===== src/rtl/seg_pkg.sv =====
package seg_pkg;
  typedef enum logic [2:0] {
    ST_IDLE, ST_RD_LO, ST_RD_HI, ST_CHECK, ST_WB
  } ld_state_t;

  typedef struct packed {
    logic        valid;
    logic [31:0] base;
    logic [31:0] limit;
    logic        expdown;
    logic [1:0]  dpl;
    logic        dflt32;
    logic [3:0]  kind;
  } seg_cache_t;

  localparam int ACC_BIT  = 8;
  localparam int PRES_BIT = 15;
  localparam int GRAN_BIT = 23;
endpackage


===== src/rtl/seg_desc_check.sv =====
module seg_desc_check
  import seg_pkg::*;
(
  input  logic [31:0] lo_word,
  input  logic [31:0] hi_word,
  input  logic [1:0]  cur_pl,
  input  logic [1:0]  req_pl,
  output logic        present,
  output logic        priv_ok,
  output seg_cache_t  new_cache
);
  logic [19:0] raw_lim;
  logic [1:0]  eff_pl;
  logic [1:0]  dpl;

  always_comb begin
    raw_lim = {hi_word[19:16], lo_word[15:0]};
    dpl     = hi_word[14:13];
    eff_pl  = (cur_pl > req_pl) ? cur_pl : req_pl;
    present = hi_word[PRES_BIT];
    priv_ok = (eff_pl <= dpl);
    new_cache.valid   = 1'b1;
    new_cache.base    = {hi_word[31:24], hi_word[7:0], lo_word[31:16]};
    new_cache.limit   = hi_word[GRAN_BIT] ? {raw_lim, 12'hFFF} : {12'h000, raw_lim};
    new_cache.expdown = hi_word[12] & ~hi_word[11] & hi_word[10];
    new_cache.dpl     = dpl;
    new_cache.dflt32  = hi_word[22];
    new_cache.kind    = hi_word[11:8];
  end
endmodule


===== src/rtl/seg_load_fsm.sv =====
module seg_load_fsm
  import seg_pkg::*;
#(
  parameter int ADDR_W = 32
) (
  input  logic              clk,
  input  logic              rst,
  input  logic              load_req,
  input  logic [15:0]       selector,
  input  logic [1:0]        cpl,
  input  logic [ADDR_W-1:0] gdt_base,
  input  logic [ADDR_W-1:0] ldt_base,
  output logic              mem_req,
  output logic              mem_we,
  output logic [ADDR_W-1:0] mem_addr,
  output logic [31:0]       mem_wdata,
  input  logic              mem_ack,
  input  logic [31:0]       mem_rdata,
  output logic [31:0]       lo_word,
  output logic [31:0]       hi_word,
  output logic [1:0]        cur_pl,
  output logic [1:0]        req_pl,
  input  logic              present,
  input  logic              priv_ok,
  input  seg_cache_t        new_cache,
  output seg_cache_t        cache,
  output logic              busy,
  output logic              load_done,
  output logic              np_fault,
  output logic              priv_fault
);
  localparam int IDX_W = 13;

  ld_state_t         state;
  logic [ADDR_W-1:0] desc_addr;
  logic [15:0]       sel_q;
  logic [ADDR_W-1:0] tbl_base;

  assign tbl_base = selector[2] ? ldt_base : gdt_base;
  assign req_pl   = sel_q[1:0];

  always_ff @(posedge clk) begin
    if (rst) begin
      state      <= ST_IDLE;
      desc_addr  <= '0;
      sel_q      <= '0;
      cur_pl     <= '0;
      lo_word    <= '0;
      hi_word    <= '0;
      cache      <= '0;
      load_done  <= 1'b0;
      np_fault   <= 1'b0;
      priv_fault <= 1'b0;
    end else begin
      load_done  <= 1'b0;
      np_fault   <= 1'b0;
      priv_fault <= 1'b0;
      unique case (state)
        ST_IDLE: if (load_req) begin
          sel_q     <= selector;
          cur_pl    <= cpl;
          desc_addr <= tbl_base + ADDR_W'({selector[15:16-IDX_W], 3'b000});
          state     <= ST_RD_LO;
        end
        ST_RD_LO: if (mem_ack) begin
          lo_word <= mem_rdata;
          state   <= ST_RD_HI;
        end
        ST_RD_HI: if (mem_ack) begin
          hi_word <= mem_rdata;
          state   <= ST_CHECK;
        end
        ST_CHECK: begin
          if (!present) begin
            np_fault <= 1'b1;
            state    <= ST_IDLE;
          end else if (!priv_ok) begin
            priv_fault <= 1'b1;
            state      <= ST_IDLE;
          end else begin
            state <= ST_WB;
          end
        end
        ST_WB: if (mem_ack) begin
          cache     <= new_cache;
          load_done <= 1'b1;
          state     <= ST_IDLE;
        end
        default: state <= ST_IDLE;
      endcase
    end
  end

  always_comb begin
    mem_req   = (state == ST_RD_LO) || (state == ST_RD_HI) || (state == ST_WB);
    mem_we    = (state == ST_WB);
    mem_addr  = (state == ST_RD_LO) ? desc_addr : desc_addr + ADDR_W'(4);
    mem_wdata = hi_word | (32'd1 << ACC_BIT);
    busy      = (state != ST_IDLE);
  end
endmodule


===== src/rtl/seg_xlat.sv =====
module seg_xlat
  import seg_pkg::*;
(
  input  logic        clk,
  input  logic        rst,
  input  seg_cache_t  cache,
  input  logic        xlat_req,
  input  logic [31:0] xlat_off,
  output logic        lin_valid,
  output logic [31:0] lin_addr,
  output logic        limit_fault
);
  logic outside;

  always_comb begin
    if (!cache.valid)       outside = 1'b1;
    else if (cache.expdown) outside = (xlat_off <= cache.limit);
    else                    outside = (xlat_off > cache.limit);
  end

  always_ff @(posedge clk) begin
    if (rst) begin
      lin_valid   <= 1'b0;
      lin_addr    <= '0;
      limit_fault <= 1'b0;
    end else begin
      lin_valid   <= xlat_req;
      limit_fault <= xlat_req & outside;
      if (xlat_req) lin_addr <= cache.base + xlat_off;
    end
  end
endmodule


===== src/rtl/seg_loader.sv =====
module seg_loader
  import seg_pkg::*;
#(
  parameter int ADDR_W = 32
) (
  input  logic              clk,
  input  logic              rst,
  input  logic              load_req,
  input  logic [15:0]       selector,
  input  logic [1:0]        cpl,
  input  logic [ADDR_W-1:0] gdt_base,
  input  logic [ADDR_W-1:0] ldt_base,
  output logic              mem_req,
  output logic              mem_we,
  output logic [ADDR_W-1:0] mem_addr,
  output logic [31:0]       mem_wdata,
  input  logic              mem_ack,
  input  logic [31:0]       mem_rdata,
  output logic              busy,
  output logic              load_done,
  output logic              np_fault,
  output logic              priv_fault,
  input  logic              xlat_req,
  input  logic [31:0]       xlat_off,
  output logic              lin_valid,
  output logic [31:0]       lin_addr,
  output logic              limit_fault
);
  logic [31:0] lo_word, hi_word;
  logic [1:0]  cur_pl, req_pl;
  logic        present, priv_ok;
  seg_cache_t  new_cache, cache;

  seg_load_fsm #(.ADDR_W(ADDR_W)) u_fsm (
    .clk(clk), .rst(rst), .load_req(load_req), .selector(selector), .cpl(cpl),
    .gdt_base(gdt_base), .ldt_base(ldt_base),
    .mem_req(mem_req), .mem_we(mem_we), .mem_addr(mem_addr), .mem_wdata(mem_wdata),
    .mem_ack(mem_ack), .mem_rdata(mem_rdata),
    .lo_word(lo_word), .hi_word(hi_word), .cur_pl(cur_pl), .req_pl(req_pl),
    .present(present), .priv_ok(priv_ok), .new_cache(new_cache), .cache(cache),
    .busy(busy), .load_done(load_done), .np_fault(np_fault), .priv_fault(priv_fault)
  );

  seg_desc_check u_chk (
    .lo_word(lo_word), .hi_word(hi_word), .cur_pl(cur_pl), .req_pl(req_pl),
    .present(present), .priv_ok(priv_ok), .new_cache(new_cache)
  );

  seg_xlat u_xlat (
    .clk(clk), .rst(rst), .cache(cache), .xlat_req(xlat_req), .xlat_off(xlat_off),
    .lin_valid(lin_valid), .lin_addr(lin_addr), .limit_fault(limit_fault)
  );
endmodule


===== config.mk =====
export PLATFORM = sky130hd
export DESIGN_NAME = seg_loader
export DESIGN_NICKNAME = d
export VERILOG_FILES = /design/src/rtl/seg_pkg.sv /design/src/rtl/seg_desc_check.sv /design/src/rtl/seg_load_fsm.sv /design/src/rtl/seg_xlat.sv /design/src/rtl/seg_loader.sv
export SDC_FILE = /design/constraint.sdc
export NUM_CORES = 1
export LEC_CHECK = 0
export BUFFER_PORTS_ARGS = -buffer_cell sky130_fd_sc_hd__buf_4
export CORE_ASPECT_RATIO = 1.75
export CORE_MARGIN = 3
export CORE_UTILIZATION = 40
export DETAILED_ROUTE_END_ITERATION = 10
export PLACE_DENSITY = 0.75
export SYNTH_ARGS = -nofsm -noshare
export SYNTH_HDL_FRONTEND = slang
export SYNTH_SLANG_ARGS = --single-unit
export TNS_END_PERCENT = 100

===== constraint.sdc =====
create_clock -name clk -period 3.5 [get_ports clk]
set_input_delay 0.175 -clock clk [delete_from_list [all_inputs] [get_ports clk]]
set_output_delay 0.175 -clock clk [all_outputs]
set_load 0.02 [all_outputs]

======== Word level (Yosys, flattened, before mapping) ========
Index checks and enable logic that the tools add are counted.
storage, ports and cells
  bits in registers ....................... 206
  bits of input ports ..................... 151
operators by class
  add/subtract/negate cells ............... 3
  order comparisons ....................... 4
  equality and inequality tests ........... 8
  muxes and demuxes ....................... 16
  bitwise operators ....................... 7
  reduce and logical (&&, ||, !) cells .... 12
operators by type and width
  cell                                                             count
  32-bit 2-to-1 mux                                                3
  32-bit by 16-bit adder with 32-bit output                        1
  32-bit by 3-bit adder with 32-bit output, second input constant  1
  32-bit adder                                                     1
  32-bit greater-than comparator                                   1
  32-bit <= comparator                                             1
  3-bit 2-to-1 mux                                                 6
  3-bit one-hot mux with 5 select lines                            1
  2-bit AND reduction                                              4
  3-bit by 2-bit == test with 1-bit output, second input constant  2
  2-bit != test, second input constant                             3
  1-bit 2-to-1 mux                                                 5
  1-bit NOT                                                        4
  4-bit AND reduction                                              1
  2-bit OR reduction                                               2
  1-bit AND                                                        3
  3-bit by 1-bit == test with 1-bit output, second input constant  1
  3-bit == test, second input constant                             1
  3-bit logical NOT                                                1
  3-bit nonzero test                                               1
  3-bit OR reduction                                               1
  2-bit greater-than comparator                                    1
  2-bit <= comparator                                              1
  1-bit logical OR                                                 2
  other kinds (2)                                                  2

======== Logic depth before layout (Yosys ltp) ========
Gate-level depths: netlist of run 1.
  word-level depth ........................ 6
  depth in mapped cells ................... 15
  gate-level depth less buffers ........... 12

======== Hierarchy ========
From an unflattened synthesis of run 1, not the netlist that was laid out.
unflattened totals
  cells, all modules ...................... 1683
  area total of the unflattened synthesis .. 13077.5 um^2
by module, submodules not included
  module          instances  cells each  area each (um^2)  seq. area each (um^2)
  seg_load_fsm    1          1088        8473.1            3583.4
  seg_xlat        1          499         3878.7            680.7
  seg_desc_check  1          96          725.7             0.0

======== Worst setup path after synthesis of run 1 ========
Ideal clock, no wire load.
  path kind ............................... input to register
  from .................................... in selector[2]
  to ...................................... reg u_fsm.desc_addr[26]
  library setup time ...................... 128 ps
  arrival time ............................ 3311 ps
  setup slack ............................. 60 ps
  stages on the path ...................... 13
  path buffers ............................ 4
  path through ............................ buf_6 buf_6 clkbuf_1 buf_2 mux2_2 ha_1 and3_1 nand4_2 o31ai_4 nand3_2 or4_1 nand3_1 a21oi_1
on the way
  cells in the longest elaborated chain, start to end .. 2
ends and longest elaborated chain
  element                                    line                source
  start: declaration                         seg_loader.sv:9     input logic [15:0] selector,
  32-bit 2-to-1 mux                          seg_load_fsm.sv:39  assign tbl_base = selector[2] ? ldt_base : gdt_base;
  32-bit by 16-bit adder with 32-bit output  seg_load_fsm.sv:62  desc_addr <= tbl_base + ADDR_W'({selector[15:16-IDX_W], 3'b000});
  end signal: assignment                     seg_load_fsm.sv:62
  end: declaration                           seg_load_fsm.sv:35  logic [ADDR_W-1:0] desc_addr;
No other way between the ends.
A chain may end at the register's enable or synchronous reset.

======== Worst setup path in the final report of run 1 ========
  from .................................... reg u_fsm.state[1]
  to ...................................... out mem_addr[31]
on the way
  cells in the longest elaborated chain, start to end .. 2
ends and longest elaborated chain
  element                                   line                source
  start: declaration                        seg_load_fsm.sv:34  ld_state_t state;
  start signal: assignment                  seg_load_fsm.sv:44  state <= ST_IDLE;
  start signal: assignment                  seg_load_fsm.sv:63  state <= ST_RD_LO;
  start signal: assignment                  seg_load_fsm.sv:67  state <= ST_RD_HI;
  3-bit by 1-bit == test with 1-bit output  seg_load_fsm.sv:97  mem_addr = (state == ST_RD_LO) ? desc_addr : desc_addr + ADDR_W'(4);
  32-bit 2-to-1 mux                         seg_load_fsm.sv:97
  end: declaration                          seg_loader.sv:15    output logic [ADDR_W-1:0] mem_addr,
No other way between the ends.

==> impl_metrics.ini, run 1 <==
[clock_network]
clockRootBuffer = clkbuf_16
clock_sinks = 205
htree_levels = 1
cts_buffers = 20
clock_latency_ps = 520
cts_tree = yes
cts_setup_buffers = 0
path_clk_slew_ps = 80
cts_resized = 0
cts_buffer_depth = 3

[critical_path]
crit_type = reg2out
path_max_fanout = 9
cp_cell_sequence = nor2b_1 -> nand2b_1 -> nand4_1 -> nor2_2 -> buf_4 -> nand2_1 -> nor2_1 -> nand3_1 -> xnor2_1 -> buf_4
cp.required_ps = 3320
crit_path_frequent_cell = buf_4
max_stage_delay_ps = 520
reg2reg_depth = 11
cp.depth = 10
path_delay_family = simple AND/OR/NAND/NOR gates
startpoint_type = register
path_buf_inv = 2
cpMaxStageDelayCell = dfxtp_1
end_kind = primary output
cp.arrival_ps = 2910

[drt]
ant_nets = 0
wirelength_um = 37700
routedWlPerCell_um = 17.9
drc_errors = 0
drtIter0Drc = 457
num_vias = 11200
firstDrtPassIters = 7
vias_per_cell = 5.35

[cells_and_area]
ff_latch_area_mm2 = 0.00410
final_layout_size_suffix_gt1_frac = 0.198
fin_area_mm2 = 0.0148
fill_cells = 2752
final_cells = 2104
post-route-util = 0.512
multi_input_area_mm2 = 0.00689
final_cell_mix = nand2_1 (323), buf_4 (271), dfxtp_1 (205)
final_nets = 1947
final_common_cell = nand2_1
syn2layout_area_growth_pct = 25.4

[timing]
hold_viol_final = 0
fin_tns_setup_ps = 0
rsz0062_at_grt = false
tightestPinTransition_ps = 1120
slew_headroom = 0.250
fin_crit_ps = 3090
clock_skew_ps = 22.5
setup_viol = 0
final-max-slew-violation-count = 0
max_clock_freq_ghz = 0.324
period_share = 0.882

[logic_synthesis]
synthDistinctLibCells = 72
ys_seq_area_frac = 0.348
ys_top_cells_by_area = dfxtp_1 (35%), nand2_1 (10%), ha_1 (8.7%)
yosys_warnings = 0
synth_area_per_cell_um2 = 7.89
async_flop_share = 0
synth_top_area_cell = dfxtp_1
synth-edff-count = 0
synth_flop_cell = dfxtp_1
synth.top_cell.area_share = 0.348
synth.net_count = 1727
syn_inst = 1492
synth-seq-cells = 205
netlist_area_mm2 = 0.0118

[grt]
grt_max_degree = 118
grt.overflow.total = 0
antenna_found_initial = 2
grt_use_total = 0.232
grt_pass1_vias = 11200
grt_pass1_wl_um = 58000

[placement]
numPortBuffers = 253
dp.cells = 2030
dpl_cell_area_mm2 = 0.0137
gp_congestion = 0.958
post-dp-hpwl_um = 29900

[power_and_ir_drop]
ir_drop_v = 0.000249
power_density_mw_per_mm2 = 395
p_leak_uw = 0.00608

[run]
max_cap_violations = 0

[run_status]
status = complete, no violations

[worst_hold_path]
hold_depth = 4
hold_path.class = in2reg

[die]
initial_utilization = 0.408
dieArea_mm2 = 0.0316
die_w_um = 136
rows = 82
fp.dieH_um = 233
core_area_mm2 = 0.0288
io_pins = 255
[tightest hold or removal path, delay by kind of cell]
| kind | cells | cell delay (ps) |
|---|---|---|
| fa+ha+maj | 1 | 120 |
| buf+inv | 1 | 90 |
| mux | 1 | 60 |
| simple gates | 1 | 80 |
[sequential cells by signal, indices dropped and copies added (netlist names)]
signal	cells
u_fsm.cache	66
u_fsm.desc_addr	32
u_fsm.lo_word	32
u_xlat.lin_addr	32
u_fsm.hi_word	31
u_fsm.state	3
u_fsm.cur_pl	2
u_fsm.sel_q	2
u_fsm.load_done	1
u_fsm.np_fault	1
u_fsm.priv_fault	1
u_xlat.limit_fault	1
u_xlat.lin_valid	1
[repair_timing]
action / in CTS / in global routing
hold buffers: 38 / 0
endpoints found under the hold margin: 67 / 0
setup endpoints to repair: 0 / 0
[routing by layer]
metal | vias to the layer above | share of wire | global-route usage
met5 | - | 0 | 0
met1 | 5201 | 0.33 | 0.215
met2 | 396 | 0.55 | 0.456
met4 | 0 | 0.063 | 0.140
met3 | 96 | 0.059 | 0.0424
li1 | 5553 | - | -
[Yosys cell counts (all sizes together) (5+ instances only)]
| library cell | number |
|---|---|
| clkbuf | 69 |
| nand3 | 42 |
| nor2 | 76 |
| nand4 | 22 |
| mux2 | 18 |
| nor4 | 5 |
| buf | 42 |
| o21ai | 43 |
| nor3 | 26 |
| ha | 82 |
| nor2b | 13 |
| o21bai | 7 |
| a31oi | 5 |
| and3 | 11 |
| xor2 | 30 |
| a21oi | 196 |
| o31ai | 8 |
| a21o | 28 |
| dfxtp | 205 |
| nand2 | 324 |
| o21a | 7 |
| a211oi | 36 |
| xnor2 | 52 |
| inv | 56 |
| mux2i | 35 |
[final cells by class]
cell class / instances / area share
Sequential cell: 205 / 0.278
Timing Repair Buffer: 310 / 0.164
Clock buffer: 31 / 0.0408
Inverter: 56 / 0.0142
Clock inverter: 3 / 0.00440
Multi-Input combinational cell: 1119 / 0.466
Antenna cell: 2 / 0.000339
Tap cell: 378 / 0.0320
[report_power, final]
part	internal, uW	switching [uW]
logic	490	592
clock network	1330	913
registers	2420	82.1
[worst paths after layout]
check / start / endpoint / slack, ps
max: u_fsm.state[1]$_SDFFE_PP0P_ / mem_addr[31] / 410
min: xlat_off[0] / u_xlat.lin_addr[0]$_SDFFE_PP0P_ / 50
max reg2reg: u_fsm.cache[40]$_SDFFE_PP0P_ / u_xlat.lin_addr[28]$_SDFFE_PP0P_ / 560
min reg2reg: u_xlat.lin_addr[18]$_SDFFE_PP0P_ / u_xlat.lin_addr[18]$_SDFFE_PP0P_ / 450
[cells by family (layout without fill, tap and decap cells)]
kind of cell,Yosys count,in the layout,share of synthesized area
mux,53,53,0.0480
flops,205,205,0.348
xor+xnor,82,82,0.0610
buf+inv,168,400,0.0676
other cells,1,3,0.000318
fa+ha+maj,84,84,0.0905
simple gates,540,540,0.199
compound gates,359,359,0.185
[stage by stage]
step / total power [uW] / hold slack, ps / setup slack [ps]
after floorplan: 3180 / 311 / 60.1
after global placement: 3590 / 435 / 517
final: 5830 / 52.3 / 413
after global routing: 6080 / 77.9 / 196
after CTS: 5880 / 36.0 / 434
after detailed placement: 3610 / 439 / 485
Note: power is estimated with default switching activity, not from simulation.
==> run 2: changes to the inputs <==
Settings changed: ABC_AREA set to 1.
Clock period 3.5 ns to 2.5 ns, I/O delays scaled along.
==> impl_metrics.ini, run 2 <==
[worst_hold_path]
min_from = xlat_off[0]
hold_depth = 4
min_to = u_xlat.lin_addr[0]$_SDFFE_PP0P_
hold_path.class = in2reg

[logic_synthesis]
synth_top_area_cell = dfxtp_1
synth.top_cell.area_share = 0.325
synth.net_count = 2100
synth-seq-cells = 205
netlist_area_mm2 = 0.0126
post_synth_most_frequent_cells = nand2_1 (279), inv_1 (250), nor2_1 (247)
synth-edff-count = 0
synthDistinctLibCells = 47
synth_area_per_cell_um2 = 6.78
ys_top_cells_by_area = dfxtp_1 (32%), nand2_1 (8.3%), ha_1 (8.1%)
yosys_warnings = 0
synth_flop_cell = dfxtp_1
yosysMostFrequentCell = nand2_1
async_flop_share = 0
syn_inst = 1865
ys_seq_area_frac = 0.325

[placement]
numPortBuffers = 253
place_ws_ps = -12.8
post-dp-hpwl_um = 36600
gp_congestion = 0.945

[critical_path]
crit-reg2reg-launch = u_fsm.cache[40]$_SDFFE_PP0P_
end_kind = primary output
cp.arrival_ps = 2390
path_delay_family = simple AND/OR/NAND/NOR gates
cp.required_ps = 2380
cp_cell_sequence = inv_2 -> nor3_4 -> nand2_2 -> nor2_4 -> nand3_4 -> nor2_4 -> nand2_2 -> nor2_4 -> nand2_4 -> xnor2_1 -> buf_4
path_buf_inv = 2
crit_path_frequent_cell = nor2_4
crit_type = reg2out
startpoint_type = register
cpMaxStageDelayCell = dfxtp_4
r2r_slack_ps = 180
max_stage_delay_ps = 370
path_max_fanout = 4
reg2reg_depth = 14
r2r_end = u_xlat.lin_addr[26]$_SDFFE_PP0P_

[timing]
clock_skew_ps = 8.63
rsz0062_at_grt = true
slew_headroom = 0.194
max_clock_freq_ghz = 0.397
tightestPinTransition_ps = 1210
fin_crit_ps = 2520
fin_tns_setup_ps = -19.7
setup_ws_ps = -19.7
final-max-slew-violation-count = 0
period_share = 1.01
setup_viol = 1
hold_viol_final = 0

[die]
core_area_mm2 = 0.0309
initial_utilization = 0.408
dieArea_mm2 = 0.0339
rows = 85
fp.dieH_um = 241
io_pins = 255
die_w_um = 140

[drt]
drc_errors = 0
drtIter0Drc = 728
vias_per_cell = 5.29
wirelength_um = 45500
firstDrtPassIters = 5
num_vias = 13400
ant_nets = 0
routedWlPerCell_um = 18.0

[clock_network]
cts_buffer_depth = 3
cts_buffers = 21
clock_latency_ps = 520
clock_sinks = 205
clockRootBuffer = clkbuf_16
cts_tree = yes
path_clk_slew_ps = 70
htree_levels = 1

[run_status]
violations = setup timing
status = finished with violations

[grt]
grt_max_degree = 78
grt.overflow.total = 0
grt_pass1_wl_um = 68900
antenna_found_initial = 1
grt_use_total = 0.256
grt_pass1_vias = 13200

[power_and_ir_drop]
p_leak_uw = 0.00784
power_density_mw_per_mm2 = 678
ir_drop_v = 0.000523
p_total_uw = 11000

[cells_and_area]
diodes = 0
regMostFlops = u_fsm.cache
largest_reg_flops = 66
post-route-util = 0.522
syn2layout_area_growth_pct = 27.9
final_layout_size_suffix_gt1_frac = 0.183
final_cell_mix = buf_4 (285), nand2_1 (275), inv_1 (247)
final_common_cell = buf_4
final_nets = 2358

[run]
max_cap_violations = 0
run 2: cell type report:
type / instances / area (um2)
fillers: 3035 / 14800
repair buffers: 334 / 2680
inverters: 256 / 962
flip-flops and latches: 205 / 4120
well taps: 391 / 489
clock inverters: 9 / 111
clock buffers: 28 / 582
multi-input cells: 1305 / 7210
run 2: per-layer routing:
metal,part of all wire,vias up,GRT usage
li1,-,6592,-
met1,0.35,6149,0.256
met2,0.54,483,0.505
met3,0.049,140,0.0266
met4,0.063,2,0.145
met5,0.00029,-,0
run 2: what timing repair did:
item / in CTS / in global routing
pin swaps: 3 / 5
endpoints found under the hold margin: 72 / 0
hold buffers: 43 / 0
endpoints found under the setup margin: 9 / 14
setup buffers: 5 / 2
resized for setup: 17 / 21
run 2: kinds of logic (layout without fill, tap and decap cells):
logic type | count (synthesis) | count (layout) | share of synthesized area
and+or+nand+nor | 709 | 709 | 0.238
adders and majority gates | 84 | 84 | 0.0843
DFF | 205 | 205 | 0.325
other | 1 | 1 | 0.000297
muxes | 15 | 15 | 0.0132
AOI/OAI and AO/OA | 439 | 439 | 0.185
buffers and inverters | 355 | 627 | 0.115
xor gates and xnor gates | 57 | 57 | 0.0395
run 2: tightest hold or removal path: stages:
cell	delay, ps
buf_4	80
ha_1	140
nor2_1	60
nor2_1	80
run 2: how the worst max path moves through the flow:
stage                                          from                          endpoint  slack, ps  depth (start not counted)
floorplan                               selector[2]  u_fsm.desc_addr[17]$_SDFFE_PP0P_         10                         16
global placement                        selector[2]  u_fsm.desc_addr[24]$_SDFFE_PP0P_         20                         16
detailed placement                      selector[2]  u_fsm.desc_addr[17]$_SDFFE_PP0P_        -10                         14
CTS                 u_fsm.desc_addr[2]$_SDFFE_PP0P_                      mem_addr[25]        -40                         13
global route        u_fsm.desc_addr[4]$_SDFFE_PP0P_                      mem_addr[21]        -70                         11
finish              u_fsm.desc_addr[4]$_SDFFE_PP0P_                      mem_addr[21]        -20                         11
run 2: power by group:
part           switching, uW  total (uW)  internal (uW)
sequential               432        4160           3730
combinational           2200        3560           1360
clock                   1380        3240           1860
total                   4010       11000           6950
run 2: through the flow:
stage                     std cells  hold WS, ps  area (um2)
after floorplan                1865          260       12600
after global placement         2441          350       14900
after CTS                      2526        0.939       16100
final                          2528         15.0       16200
after detailed placement       2441          360       14900
after global routing           2528         38.5       16200
